<file path="config.mk">
export PLATFORM = sky130hd
export DESIGN_NAME = pulse_count_reporter
export DESIGN_NICKNAME = d
export VERILOG_FILES = /design/src/rtl/pcr_pkg.sv /design/src/rtl/pcr_datapath.sv /design/src/rtl/pcr_control.sv /design/src/rtl/pulse_count_reporter.sv
export SDC_FILE = /design/constraint.sdc
export NUM_CORES = 1
export LEC_CHECK = 0
export ABC_AREA = 1
export BUFFER_PORTS_ARGS = -buffer_cell sky130_fd_sc_hd__buf_2
export CAP_MARGIN = 20
export CELL_PAD_IN_SITES_DETAIL_PLACEMENT = 1
export CELL_PAD_IN_SITES_GLOBAL_PLACEMENT = 2
export CORE_MARGIN = 8
export CORE_UTILIZATION = 31
export DETAILED_ROUTE_END_ITERATION = 12
export PLACE_DENSITY_LB_ADDON = 0.1
export SLEW_MARGIN = 20
export SYNTH_ARGS = -nofsm -noshare
export SYNTH_HDL_FRONTEND = slang
export SYNTH_SLANG_ARGS = --single-unit
</file>
<file path="constraint.sdc">
create_clock -name clk -period 1.3 [get_ports clk]
set_input_delay 0.065 -clock clk [delete_from_list [all_inputs] [get_ports clk]]
set_output_delay 0.065 -clock clk [all_outputs]
set_load 0.005 [all_outputs]
</file>
<file path="src/rtl/pcr_pkg.sv">
package pcr_pkg;

  typedef enum logic [1:0] {
    SEL_HEX = 2'd0,
    SEL_CR  = 2'd1,
    SEL_LF  = 2'd2
  } charSel_t;

  // strobes from control to datapath
  typedef struct packed {
    logic     clrCount;
    logic     takeSnap;
    logic     shiftNib;
    charSel_t charSel;
  } ctrlStrobes_t;

  localparam logic [7:0] CMD_CLEAR = 8'h61;
  localparam logic [7:0] CMD_SNAP  = 8'h62;
  localparam logic [7:0] CHAR_CR   = 8'h0D;
  localparam logic [7:0] CHAR_LF   = 8'h0A;

  function automatic logic [7:0] nibToAscii(input logic [3:0] nib);
    if (nib < 4'd10) return 8'h30 + {4'd0, nib};
    else             return 8'h37 + {4'd0, nib};
  endfunction

endpackage

</file>
<file path="src/rtl/pcr_datapath.sv">
module pcr_datapath
  import pcr_pkg::*;
#(
  parameter int COUNT_W = 32
) (
  input  logic         clk,
  input  logic         rstN,
  input  logic         pulseIn,
  input  ctrlStrobes_t strobes,
  output logic [7:0]   charOut
);

  logic [2:0]         syncPipe;   // [0],[1] synchroniser, [2] previous sample
  logic               riseSeen;
  logic [COUNT_W-1:0] liveCount;
  logic [COUNT_W-1:0] snapReg;

  always_ff @(posedge clk) begin
    if (!rstN) syncPipe <= '0;
    else       syncPipe <= {syncPipe[1:0], pulseIn};
  end

  assign riseSeen = syncPipe[1] & ~syncPipe[2];

  always_ff @(posedge clk) begin
    if (!rstN)                 liveCount <= '0;
    else if (strobes.clrCount) liveCount <= '0;
    else if (riseSeen)         liveCount <= liveCount + 1'b1;
  end

  always_ff @(posedge clk) begin
    if (!rstN)                 snapReg <= '0;
    else if (strobes.takeSnap) snapReg <= liveCount;
    else if (strobes.shiftNib) snapReg <= {snapReg[COUNT_W-5:0], 4'h0};
  end

  always_comb begin
    case (strobes.charSel)
      SEL_CR:  charOut = CHAR_CR;
      SEL_LF:  charOut = CHAR_LF;
      default: charOut = nibToAscii(snapReg[COUNT_W-1 -: 4]);
    endcase
  end

  a_r3_clear_zeroes : assert property (@(posedge clk) disable iff (!rstN)
    strobes.clrCount |=> liveCount == '0);

  a_r2_step_by_one : assert property (@(posedge clk) disable iff (!rstN)
    !strobes.clrCount |=> (liveCount == $past(liveCount)) ||
                          (liveCount == $past(liveCount) + 1'b1));

  a_r9_snap_frozen : assert property (@(posedge clk) disable iff (!rstN)
    (!strobes.takeSnap && !strobes.shiftNib) |=> $stable(snapReg));

endmodule

</file>
<file path="src/rtl/pcr_control.sv">
module pcr_control
  import pcr_pkg::*;
#(
  parameter int NCHARS = 8
) (
  input  logic         clk,
  input  logic         rstN,
  input  logic [7:0]   rxByte,
  input  logic         rxValid,
  input  logic         txBusy,
  output logic         txSend,
  output ctrlStrobes_t strobes
);

  localparam int TOTAL  = NCHARS + 2;
  localparam int IDX_W  = $clog2(TOTAL);

  typedef enum logic [1:0] {ST_IDLE, ST_WAIT, ST_SEND, ST_GAP} state_t;

  state_t           state;
  logic [IDX_W-1:0] charIdx;
  logic             isClear, isSnap, lastChar;

  assign isClear  = rxValid && (rxByte == CMD_CLEAR);
  assign isSnap   = rxValid && (rxByte == CMD_SNAP) && (state == ST_IDLE);
  assign lastChar = (charIdx == IDX_W'(TOTAL - 1));

  always_ff @(posedge clk) begin
    if (!rstN) begin
      state   <= ST_IDLE;
      charIdx <= '0;
    end else begin
      case (state)
        ST_IDLE: if (isSnap) begin
          state   <= ST_WAIT;
          charIdx <= '0;
        end
        ST_WAIT: if (!txBusy) state <= ST_SEND;
        ST_SEND: state <= ST_GAP;
        ST_GAP: begin
          if (lastChar) state <= ST_IDLE;
          else begin
            state   <= ST_WAIT;
            charIdx <= charIdx + 1'b1;
          end
        end
        default: state <= ST_IDLE;
      endcase
    end
  end

  always_comb begin
    strobes.clrCount = isClear;
    strobes.takeSnap = isSnap;
    strobes.shiftNib = (state == ST_GAP) && (charIdx < IDX_W'(NCHARS));
    if (charIdx < IDX_W'(NCHARS))       strobes.charSel = SEL_HEX;
    else if (charIdx == IDX_W'(NCHARS)) strobes.charSel = SEL_CR;
    else                                strobes.charSel = SEL_LF;
  end

  assign txSend = (state == ST_SEND);

  a_r7_single_strobe : assert property (@(posedge clk) disable iff (!rstN)
    txSend |=> !txSend);

  a_r8_idle_before_send : assert property (@(posedge clk) disable iff (!rstN)
    txSend |-> $past(state == ST_WAIT && !txBusy));

  a_r10_no_restart : assert property (@(posedge clk) disable iff (!rstN)
    (state != ST_IDLE) |-> !strobes.takeSnap);

endmodule

</file>
<file path="src/rtl/pulse_count_reporter.sv">
module pulse_count_reporter
  import pcr_pkg::*;
#(
  parameter int COUNT_W = 32
) (
  input  logic       clk,
  input  logic       rstN,
  input  logic       pulseIn,
  input  logic [7:0] rxByte,
  input  logic       rxValid,
  output logic [7:0] txByte,
  output logic       txSend,
  input  logic       txBusy
);

  localparam int NCHARS = COUNT_W / 4;

  ctrlStrobes_t strobes;

  pcr_control #(.NCHARS(NCHARS)) u_control (
    .clk     (clk),
    .rstN    (rstN),
    .rxByte  (rxByte),
    .rxValid (rxValid),
    .txBusy  (txBusy),
    .txSend  (txSend),
    .strobes (strobes)
  );

  pcr_datapath #(.COUNT_W(COUNT_W)) u_datapath (
    .clk     (clk),
    .rstN    (rstN),
    .pulseIn (pulseIn),
    .strobes (strobes),
    .charOut (txByte)
  );

  a_r1_quiet_after_reset : assert property (@(posedge clk)
    !rstN |=> !txSend);

endmodule

</file>
== Word-level counts from Yosys, hierarchy flattened ==
Cells that the tools add are included.
Word-level totals
  ROM bits: 0
  memories: 0
  RAM bits: 0
  output and inout port bits: 9
  latch bits: 0
  bits in registers: 73
Cells by class
  multiplexer cells: 13
  div/mod/pow operators: 0
  shift-type cells: 0
  equality and inequality tests: 12
  bitwise operators: 3
  add/sub/neg operators: 4
  reductions and logical operators: 10
  order comparisons: 2
  $mul: 0
Operators with widths (number)
  32-bit 2-to-1 mux: 2
  32-bit by 1-bit adder with 32-bit output (second input constant): 1
  8-bit by 7-bit equality test with 1-bit output (second input constant): 2
  8-bit one-hot mux with 2 select lines: 1
  6-bit by 4-bit adder with 7-bit output (first input constant): 2
  4-bit equality test (second input constant): 2
  4-bit < comparator (second input constant): 2
  2-bit 2-to-1 mux: 4
  4-bit 2-to-1 mux: 2
  8-bit 2-to-1 mux: 1
  2-bit one-hot mux with 4 select lines: 1
  4-bit one-hot mux with 2 select lines: 1
  2-bit equality test (second input constant): 3
  4-bit by 1-bit adder with 4-bit output (second input constant): 1
  2-bit by 1-bit equality test with 1-bit output (second input constant): 2
  1-bit logical AND: 4
  2-bit != test (second input constant): 2
  2-bit nonzero test: 2
  3-bit AND reduction: 1
  2-bit zero test: 1
  2-bit by 1-bit != test with 1-bit output (second input constant): 1
  1-bit NOT: 2
  2-bit AND reduction: 1
  2-bit OR reduction: 1
  other kinds (2): 2

== Logic depth before layout (Yosys ltp) ==
Gate-level depths: netlist of run 1.
  depth in word-level cells: 5
  gate-level depth with buffers: 10
  gate-level depth less buffers: 9

== By module ==
Synthesis of run 1 repeated with hierarchy kept, for this count alone.
Second synthesis, totals
  cell total of the unflattened synthesis: 556
  area total of the unflattened synthesis: 3907.5 µm²
Modules (own cells, without submodules)
  pcr_datapath: times used 1, area an instance 3354.5 µm², cells each 471, seq. area each 1341.3 µm²
  pcr_control: times used 1, area an instance 553.0 µm², cells each 85, seq. area each 120.1 µm²

== Worst setup path before layout of run 1 ==
Ideal clock, no wire load.
  path kind: register -> register
  start: register u_control.state[0]
  end: register u_datapath.snapReg[17]
  arrival time: 1275 ps
  data required time: 1172 ps
  path slack: -103 ps
  buffers on the path: 1
  setup time: 128 ps
  cell stages (with the launch flop): 10
  cells stage by stage: dfxtp_1 -> inv_1 -> ha_1 -> nand3_4 -> clkinv_2 -> buf_6 -> nand2_1 -> nand2_1 -> nor2_1 -> nor2_1
On the way
  longest elaborated chain between the ends: 3
Ends and longest elaborated chain
  from (decl): line pcr_control.sv:20  | state_t state;
  from (signal assigned): line pcr_control.sv:30  | state <= ST_IDLE;
  from (signal assigned): line pcr_control.sv:35  | state <= ST_WAIT;
  from (signal assigned): line pcr_control.sv:38  | ST_WAIT: if (!txBusy) state <= ST_SEND;
  2-bit equality test / 2-bit zero test (equally long branches): line pcr_control.sv:55, pcr_control.sv:25
  1-bit logical AND, on equally long branches: line pcr_control.sv:55, pcr_control.sv:25
  2-bit nonzero test (no line) / 32-bit 2-to-1 mux (equally long branches)
  to (signal assigned): line pcr_datapath.sv:33  | else if (strobes.takeSnap) snapReg <= liveCount;
  to (signal assigned): line pcr_datapath.sv:34  | else if (strobes.shiftNib) snapReg <= {snapReg[COUNT_W-5:0], 4'h0};
  to (decl): line pcr_datapath.sv:16  | logic [COUNT_W-1:0] snapReg;
Several ways; a longest one is shown, not always the timed one.
A chain may end at the register's enable or synchronous reset.

== Final worst setup path of run 1 ==
  start: register u_control.state[0]
  end: register u_datapath.snapReg[30]
Same word-level chain as after synthesis.

==> flow_summary.ini, run 1 <==
[synth]
seq_area_frac_synth = 0.376
synth_cell_types = 34
ys_seq_elements = 73
post-synth-top-count-cell = nand2_1
netlist_area_mm2 = 0.00388
yosysTopAreaCellShare = 0.376
syn_nets = 598
syn_inst = 575
synth_area_leaders = dfxtp_1 38%, nand2_1 13%, inv_1 7.5%
yosys.area.top_type = dfxtp_1
synthesis.area_per_instance_um2 = 6.76
synth_edf_count = 0
async_flop_share = 0
ys.flop_type = dfxtp_1
yosysWarnings = 0
ys_top_cells_by_count = 133 x nand2_1, 78 x inv_1, 73 x dfxtp_1, 60 x nor2_1, 51 x a21oi_1

[critical_path]
required_ns = 1.53
cp-start-kind = register
path_max_fanout = 8
cpPeakStageDelay_ns = 0.37
worst_path_max_delay_cell = dfxtp_4
crit_chain = buf_6, inv_4, ha_4, nand3_4, clkinv_8, buf_12, clkbuf_16, o21ai_1, a21oi_1
critical-path-top-delay-family = buffers and inverters
critical_path_class = reg2reg
endpoint_kind = register
cp.arrival_ns = 1.73
crit_buf_inv = 5

[floorplan]
die_y_um = 128
die-area_mm2 = 0.0164
die_width_um = 128
ios = 22
start_util = 0.313
num_rows = 41
core_mm2 = 0.0124

[power_and_ir_drop]
vdd_ir_drop_max_mv = 0.614
power_w = 0.00497
power_leakage_nw = 2.60
power.density_mw_per_mm2 = 779

[hold_path]
min_path_type = in2reg

[timing]
layout_setup_ws_ns = -0.204
rsz0062_at_grt = true
final-hold-violation-count = 0
fin_skew_ns = 0.00769
drv_slew = 0
fin_crit_sh = 1.16
final-setup-viol-count = 65
fin_crit_ns = 1.50
fin_setup_tns_ns = -6.64
fmax_ghz = 0.665

[clocking]
cts-buffers-inserted = 9
cts_tree = built
cts-root-buf = clkbuf_16
cts_buffer_depth = 2
cts.sink_count = 73
clock_latency_ns = 0.34
h-tree-depth = 3
clk_pin_slew_worst_paths_ns = 0.06

[final_layout]
layout-drive-gt1-share = 0.480
syn2layout_area_growth_pct = 64.1
num_antenna_cells = 0
fill_cells = 1490
nNetsFinal = 732
postLayoutCoreUtil = 0.514

[grt]
antenna_found_initial = 0
track_usage = 0.169
grt_first_pass_wirelength_um = 21700
grt.overflow.total = 0
use_met3 = 0.0387
top_usage_layer = met2
grt_start_max_net_pins = 29
grt_pass1_vias = 4329
met1_usage = 0.194
grt_util_met2 = 0.309

[placed_design]
dp.final_hpwl_um = 8940
port_buffers = 20
post-place-ws_ns = -0.205
gp_congestion = 0.765

[drt]
wl_per_cell_um = 15.7
drc_errors = 0
dr.pass1.iters = 4
vias = 4184
ant_nets = 0
viasPerCell = 4.72
wl_um = 13900
drt_iter0_markers = 132

[run]
cap_violations = 0

[status]
violations = setup timing
outcome = finished, violations left
-- cell families after synthesis --
| logic type | Yosys count | share of synthesized area |
|---|---|---|
| XOR/XNOR | 7 | 0.0158 |
| other | 1 | 0.000965 |
| adder cells (fa/ha/maj) | 10 | 0.0322 |
| buffers and inverters | 102 | 0.109 |
| AND/OR/NAND/NOR | 268 | 0.314 |
| flip-flops | 73 | 0.376 |
| AO/OA/AOI/OAI | 114 | 0.152 |
-- worst paths after layout --
kind | start | endpoint | slack, ns | depth (start not counted)
max | u_control.state[0]$_SDFFE_PN0P_ | u_datapath.snapReg[30]$_SDFFE_PN0P_ | -0.20 | 9
min | txBusy | u_control.state[0]$_SDFFE_PN0P_ | 0.09 | 4
max reg2reg | u_control.state[0]$_SDFFE_PN0P_ | u_datapath.snapReg[30]$_SDFFE_PN0P_ | -0.20 | 9
min reg2reg | u_datapath.syncPipe[0]$_SDFF_PN0_ | u_datapath.syncPipe[1]$_SDFF_PN0_ | 0.42 | 2
-- sequential cells by signal (all words and copies together) (netlist names) --
signal	cells
u_datapath.syncPipe	3
u_control.state	2
u_control.charIdx	4
u_datapath.liveCount	32
u_datapath.snapReg	32
-- area by class of cell --
| cell class | instances | area, µm² | share of cell area |
|---|---|---|---|
| multi-input combinational | 400 | 2690 | 0.421 |
| sequential | 73 | 1500 | 0.235 |
| timing repair buffer | 139 | 1310 | 0.206 |
| inverter | 83 | 354 | 0.0555 |
| clock buffer | 13 | 260 | 0.0408 |
| tap | 172 | 215 | 0.0338 |
| timing repair inverter | 3 | 33.8 | 0.00530 |
| clock inverter | 3 | 15.0 | 0.00235 |
-- where the power goes --
part | switching, W | internal, W
Sequential | 0.0000131 | 0.00224
Combinational | 0.000182 | 0.000154
Clock | 0.000987 | 0.00139
Total | 0.00118 | 0.00378
-- metrics by stage --
stage          instances  cell area (µm²)  hold slack (ns)
2_1_floorplan        575             3930            0.163
3_3_place_gp         825             4750            0.253
3_5_place_dp         825             4750            0.258
4_1_cts              862             5670           0.0828
5_1_grt              886             6380            0.101
6_report             886             6380           0.0887
-- metal layers --
layer	share of wire	vias to the layer above
li1	-	2119
met1	0.44	2019
met2	0.53	36
met3	0.025	10
met4	0.0078	0
met5	0	-
-- layout by cell type (no fill, tap or decap), drive strengths merged --
cell	instances
nor2	69
xnor2	3
inv	84
ha	10
buf	135
nand4	14
or2	1
o21a	1
nand3	41
conb	1
o221ai	1
clkinv	5
nand3b	3
clkbuf	16
a21oi	52
o21ai	59
nor3	3
o31ai	1
dfxtp	73
nor2b	1
xor2	4
nand2	136
dlygate4sd3	1
-- worst reg2reg max path, delay by kind of cell, from the launching register on --
family,cells,cell delay (ns)
flops,1,0.37
fa+ha+maj,1,0.16
compound gates,2,0.19
simple gates,1,0.13
buf+inv,5,0.54
-- repair_timing --
action | in CTS | in global routing
pin swaps | 41 | 57
gates cloned | 8 | 3
hold endpoints to repair | 1 | 0
resized for setup | 162 | 138
endpoints found under the setup margin | 66 | 71
buffers inserted | 12 | 27
hold buffers | 1 | 0
Power figures use the tool's default switching activity.
==> run 2: changes to the inputs <==
--- a/config.mk
+++ b/config.mk
@@ -13,7 +13,7 @@
 export CORE_MARGIN = 8
 export CORE_UTILIZATION = 31
 export DETAILED_ROUTE_END_ITERATION = 12
-export PLACE_DENSITY_LB_ADDON = 0.1
+export PLACE_DENSITY_LB_ADDON = 0.05
 export SLEW_MARGIN = 20
 export SYNTH_ARGS = -nofsm -noshare
 export SYNTH_HDL_FRONTEND = slang
==> run 2 against run 1 <==
The run still ends with setup timing left. Core utilization is 0.27 points lower. Critical path depth stayed put. Final area is 0.53% lower. Routed wire length is 1.8% lower. Critical endpoint is now u_datapath.liveCount[14]$_SDFFE_PP0P_. Maximum frequency is 2.7% higher. Via count is 1.0% lower. Sequential cell count stayed put. Die area stayed put.
==> flow_summary.ini, run 2 (synthesis gave the netlist of run 1 again) <==
[final_layout]
syn2layout_area_growth_pct = 63.3
top_regs = u_datapath.liveCount x32, u_datapath.snapReg x32, u_control.charIdx x4
regArea_mm2 = 0.00150
final_common_cell = nand2_1
nNetsFinal = 724
stdcell_area_mm2 = 0.00634
stdcell_count = 877
fill_cells = 1499
final_cell_mix = 90 x nand2_1, 78 x buf_4, 67 x inv_1
postLayoutCoreUtil = 0.511
layout-drive-gt1-share = 0.491
multi_input_comb_area_mm2 = 0.00277
num_antenna_cells = 0

[clocking]
cts-root-buf = clkbuf_16
cts-buffers-inserted = 9
h-tree-depth = 3
cts.sink_count = 73
cts_buffer_depth = 2
clock_latency_ns = 0.34
clk_pin_slew_worst_paths_ns = 0.06
cts_tree = built

[drt]
vias = 4142
ant_nets = 0
drt_iter0_markers = 97
wl_um = 13600
drc_errors = 0
viasPerCell = 4.72
wl_per_cell_um = 15.5
dr.pass1.iters = 4

[hold_path]
min_path_type = in2reg

[floorplan]
ios = 22
die_y_um = 128
die-area_mm2 = 0.0164
die_width_um = 128
num_rows = 41
start_util = 0.313
core_mm2 = 0.0124

[timing]
fin_crit_sh = 1.13
fmax_ghz = 0.683
fin_hold_ws_ns = 0.0570
final-hold-violation-count = 0
fin_crit_ns = 1.46
rsz0062_at_grt = true
drv_slew = 0
tightest_slew_ns = 0.515
relSlewSlack = 0.657
layout_setup_ws_ns = -0.165
fin_skew_ns = 0.00663
final-setup-viol-count = 63

[critical_path]
required_ns = 1.53
cp-startpoint = u_datapath.liveCount[0]$_SDFFE_PP0P_
endpoint_kind = register
cp.arrival_ns = 1.70
r2r-end = u_datapath.liveCount[14]$_SDFFE_PP0P_
reg2reg_slack_ns = -0.16
path_max_fanout = 5
setup.worst_path.end = u_datapath.liveCount[14]$_SDFFE_PP0P_
timing.rr.start = u_datapath.liveCount[0]$_SDFFE_PP0P_
reg2reg_depth = 9
critical_path_class = reg2reg
cp-start-kind = register

[placed_design]
dp.final_hpwl_um = 9130
port_buffers = 20
placed_cells = 823
gp_congestion = 0.777
postPlaceCellArea_mm2 = 0.00473

[grt]
grt_pass1_vias = 4415
antenna_found_initial = 0
grt_first_pass_wirelength_um = 21500
grt_start_max_net_pins = 29
track_usage = 0.166
grt.overflow.total = 0

[power_and_ir_drop]
vdd_ir_drop_max_mv = 0.624
p_sw_frac = 0.231
clkPwrFrac = 0.482
pwr-share-seq = 0.454
power.density_mw_per_mm2 = 783
p_int_w = 0.00382
combPwrFrac = 0.064
power_leakage_nw = 2.52
power_w = 0.00496
p_sw_w = 0.00115

[status]
outcome = finished, violations left
violations = setup timing

[run]
cap_violations = 0
run 2: cell types whose count changed in the layout (fill, tap and decap cells not counted), sizes merged:
cell	delta
clkinv	-2
buf	-4
clkinvlp	+1
inv	-2
clkbuf	-2
run 2: final cells by class:
class,instances,area share
Multi-Input combinational cell,400,0.436
Timing Repair Buffer,133,0.190
Inverter,83,0.0576
Clock inverter,2,0.00197
Tap cell,172,0.0339
Sequential cell,73,0.236
Clock buffer,13,0.0426
Timing Repair inverter,1,0.00138
run 2: power groups by stage:
stage	Sequential [W]	Clock [W]	Combinational, W
2_1_floorplan	0.00231	0	0.000115
3_3_place_gp	0.00231	0	0.000212
3_5_place_dp	0.00231	0	0.000219
4_1_cts	0.00225	0.00246	0.000253
5_1_grt	0.00225	0.00257	0.000347
6_report	0.00225	0.00239	0.000320
run 2: critical path: stages, from the launching register on:
cell     delay (ns)
dfxtp_4        0.37
ha_4           0.15
nand3_4        0.10
nor2_4         0.17
nand2_4        0.10
buf_4          0.15
nor2_4         0.10
nand2_2        0.06
o21ai_1        0.11
nor2_1         0.05
run 2: worst min path at each step:
stage | to | depth (start not counted) | start
6_report | u_control.state[0]$_SDFFE_PN0P_ | 4 | txBusy
5_1_grt | u_control.state[0]$_SDFFE_PN0P_ | 4 | txBusy
4_1_cts | u_control.state[0]$_SDFFE_PN0P_ | 4 | txBusy
3_5_place_dp | u_datapath.syncPipe[0]$_SDFF_PN0_ | 3 | pulseIn
3_3_place_gp | u_datapath.syncPipe[0]$_SDFF_PN0_ | 3 | pulseIn
2_1_floorplan | u_datapath.syncPipe[0]$_SDFF_PN0_ | 2 | pulseIn
run 2: what timing repair did:
item                                    4_1_cts  5_1_grt
cloned                                        6        1
hold buffers                                  1        0
gates resized for setup                     155      151
endpoints found under the setup margin       68       75
pin swaps                                    40       53
hold endpoints to repair                      1        0
buffers inserted                             20       18
run 2: stage by stage:
step,TNS [ns],setup WS [ns]
floorplan,0,0.00167
CTS,-4.55,-0.141
finish,-6.54,-0.165
detailed placement,-6.08,-0.227
global route,-11.60,-0.271
global placement,-3.82,-0.178
run 2: metal layers:
metal	vias to the layer above	GRT usage	wire length, µm
li1	2093	-	-
met1	2005	0.191	6010
met2	26	0.306	7120
met3	18	0.0283	239
met4	0	0.0510	266
met5	-	0	0
==> run 3: changes to the inputs <==
--- a/config.mk
+++ b/config.mk
@@ -11,7 +11,7 @@
 export CELL_PAD_IN_SITES_DETAIL_PLACEMENT = 1
 export CELL_PAD_IN_SITES_GLOBAL_PLACEMENT = 2
 export CORE_MARGIN = 8
-export CORE_UTILIZATION = 31
+export CORE_UTILIZATION = 37
 export DETAILED_ROUTE_END_ITERATION = 12
 export PLACE_DENSITY_LB_ADDON = 0.05
 export SLEW_MARGIN = 20
==> constraint.sdc (replaced) <==
create_clock -name clk -period 1.9 [get_ports clk]
set_input_delay 0.095 -clock clk [delete_from_list [all_inputs] [get_ports clk]]
set_output_delay 0.095 -clock clk [all_outputs]
set_load 0.005 [all_outputs]
==> run 3 against run 2 <==
Die area fell by 14%. Largest cell class unchanged. Clock-buffer cell count shrank 3. Critical endpoint is now u_datapath.snapReg[9]$_SDFFE_PN0P_. The flow now finishes without violations. Clock power shrank 49%. Critical path type unchanged. Largest power group is now sequential cells. Routed wire length is 20% lower. Non-clock buffer count is 104 lower.
==> flow_summary.ini, run 3 (synthesis gave the netlist of run 1 again) <==
[final_layout]
top_regs = u_datapath.liveCount x32, u_datapath.snapReg x32, u_control.charIdx x4
final_cell_mix = 133 x nand2_1, 78 x inv_1, 73 x dfxtp_1
fill_cells = 1410
num_antenna_cells = 0
postLayoutCoreUtil = 0.420
nNetsFinal = 619
layout-drive-gt1-share = 0.115
final_common_cell = nand2_1
syn2layout_area_growth_pct = 11.2

[placed_design]
gp_congestion = 0.764
port_buffers = 20
dp.final_hpwl_um = 8120

[critical_path]
worst_path_max_delay_cell = dfxtp_1
critical_path_class = reg2reg
cp.arrival_ns = 2.00
path_max_fanout = 30
timing.critical_path.mode_cell = o21ai_0
cp-start-kind = register
endpoint_kind = register
critical-path-top-delay-family = flip-flops
timing.rr.start = u_control.state[1]$_SDFFE_PN0P_
required_ns = 2.19
r2r-end = u_datapath.snapReg[9]$_SDFFE_PN0P_
cpPeakStageDelay_ns = 0.41
crit_buf_inv = 2
cp-startpoint = u_control.state[1]$_SDFFE_PN0P_
reg2reg_slack_ns = 0.19
crit_chain = ha_1, inv_2, nor2_2, buf_6, nand2_1, o21ai_0, o21ai_0, a21oi_1
reg2reg_depth = 8

[timing]
fmax_ghz = 0.585
final-setup-viol-count = 0
fin_skew_ns = 0.0106
fin_setup_tns_ns = 0
fin_hold_ws_ns = 0.0767
fin_crit_ns = 1.71
final-hold-violation-count = 0
fin_crit_sh = 0.900
drv_slew = 0
rsz0062_at_grt = false

[drt]
viasPerCell = 4.96
wl_per_cell_um = 14.8
drt_iter0_markers = 164
vias = 3647
drc_errors = 0
ant_nets = 0
dr.pass1.iters = 4
wl_um = 10900

[floorplan]
core_mm2 = 0.0103
die_width_um = 118
die_y_um = 118
die-area_mm2 = 0.0140
num_rows = 37
start_util = 0.378
ios = 22

[clocking]
cts-buffers-inserted = 9
cts.sink_count = 73
clock_latency_ns = 0.36
post_cts_buffers = 0
cts_tree = built
cts_buffer_depth = 2
h-tree-depth = 3
cts-root-buf = clkbuf_8
clk_pin_slew_worst_paths_ns = 0.08

[power_and_ir_drop]
combPwrFrac = 0.041
clkPwrFrac = 0.424
pwr-share-seq = 0.535
p_sw_frac = 0.238
power.density_mw_per_mm2 = 668
p_int_w = 0.00220
p_sw_w = 0.000687
power_leakage_nw = 1.64
vdd_ir_drop_max_mv = 0.338

[grt]
grt.overflow.total = 0
antenna_found_initial = 0
track_usage = 0.161
grt_pass1_vias = 3700
grt_first_pass_wirelength_um = 18400
grt_start_max_net_pins = 54

[hold_path]
holdPathEnd = u_control.state[0]$_SDFFE_PN0P_
hold_start = txBusy
hold_depth = 4
min_path_type = in2reg

[run]
cap_violations = 0

[status]
outcome = finished, final reports clean
## run 3: cell type report
cell class              instances  area [µm²]  area share
clock buffers                  10         138      0.0319
clock inverters                 4        45.0      0.0104
inverters                      83         315      0.0730
multi-input cells             400        2000       0.464
flip-flops and latches         73        1460       0.338
well taps                     136         170      0.0394
repair buffers                 29         186      0.0432
## run 3: per-layer routing
metal	share of wire	vias to the layer above	track usage
met1	0.48	1732	0.199
met5	0	-	0
met4	0.011	0	0.0522
li1	-	1876	-
met2	0.49	29	0.276
met3	0.023	10	0.0295
## run 3: power groups by stage
stage / Sequential (W) / Combinational (W) / Clock [W]
global route: 0.00155 / 0.000136 / 0.00131
detailed placement: 0.00158 / 0.000119 / 0
floorplan: 0.00158 / 0.0000772 / 0
CTS: 0.00154 / 0.000122 / 0.00126
finish: 0.00154 / 0.000119 / 0.00122
global placement: 0.00158 / 0.000116 / 0
## run 3: per-stage QoR
step,cell area (µm²),power [W],cells,setup slack [ns]
floorplan,3880,0.00166,575,0.497
global placement,4120,0.00170,720,0.227
detailed placement,4120,0.00170,720,0.176
CTS,4310,0.00293,735,0.0428
global route,4320,0.00299,735,0.00696
finish,4320,0.00289,735,0.190
## run 3: worst max-delay path by stage
| stage | end | slack (ns) | depth (start not counted) |
|---|---|---|---|
| 3_3_place_gp | u_datapath.snapReg[9]$_SDFFE_PN0P_ | 0.23 | 8 |
| 6_report | u_datapath.snapReg[9]$_SDFFE_PN0P_ | 0.19 | 8 |
| 4_1_cts | txByte[2] | 0.04 | 6 |
| 5_1_grt | u_datapath.snapReg[9]$_SDFFE_PN0P_ | 0.007 | 8 |
| 3_5_place_dp | u_datapath.snapReg[9]$_SDFFE_PN0P_ | 0.18 | 8 |
| 2_1_floorplan | u_datapath.snapReg[17]$_SDFFE_PN0P_ | 0.50 | 9 |
## run 3: timing repair
item | 4_1_cts | 5_1_grt
hold buffers | 1 | 0
endpoints found under the setup margin | 0 | 5
resized for setup | 0 | 4
hold endpoints to repair | 1 | 0
## run 3: worst min-delay path, stage by stage
cell and delay (ns):
buf_2 0.08, nand2_1 0.08, nand3_1 0.09, a21oi_1 0.05
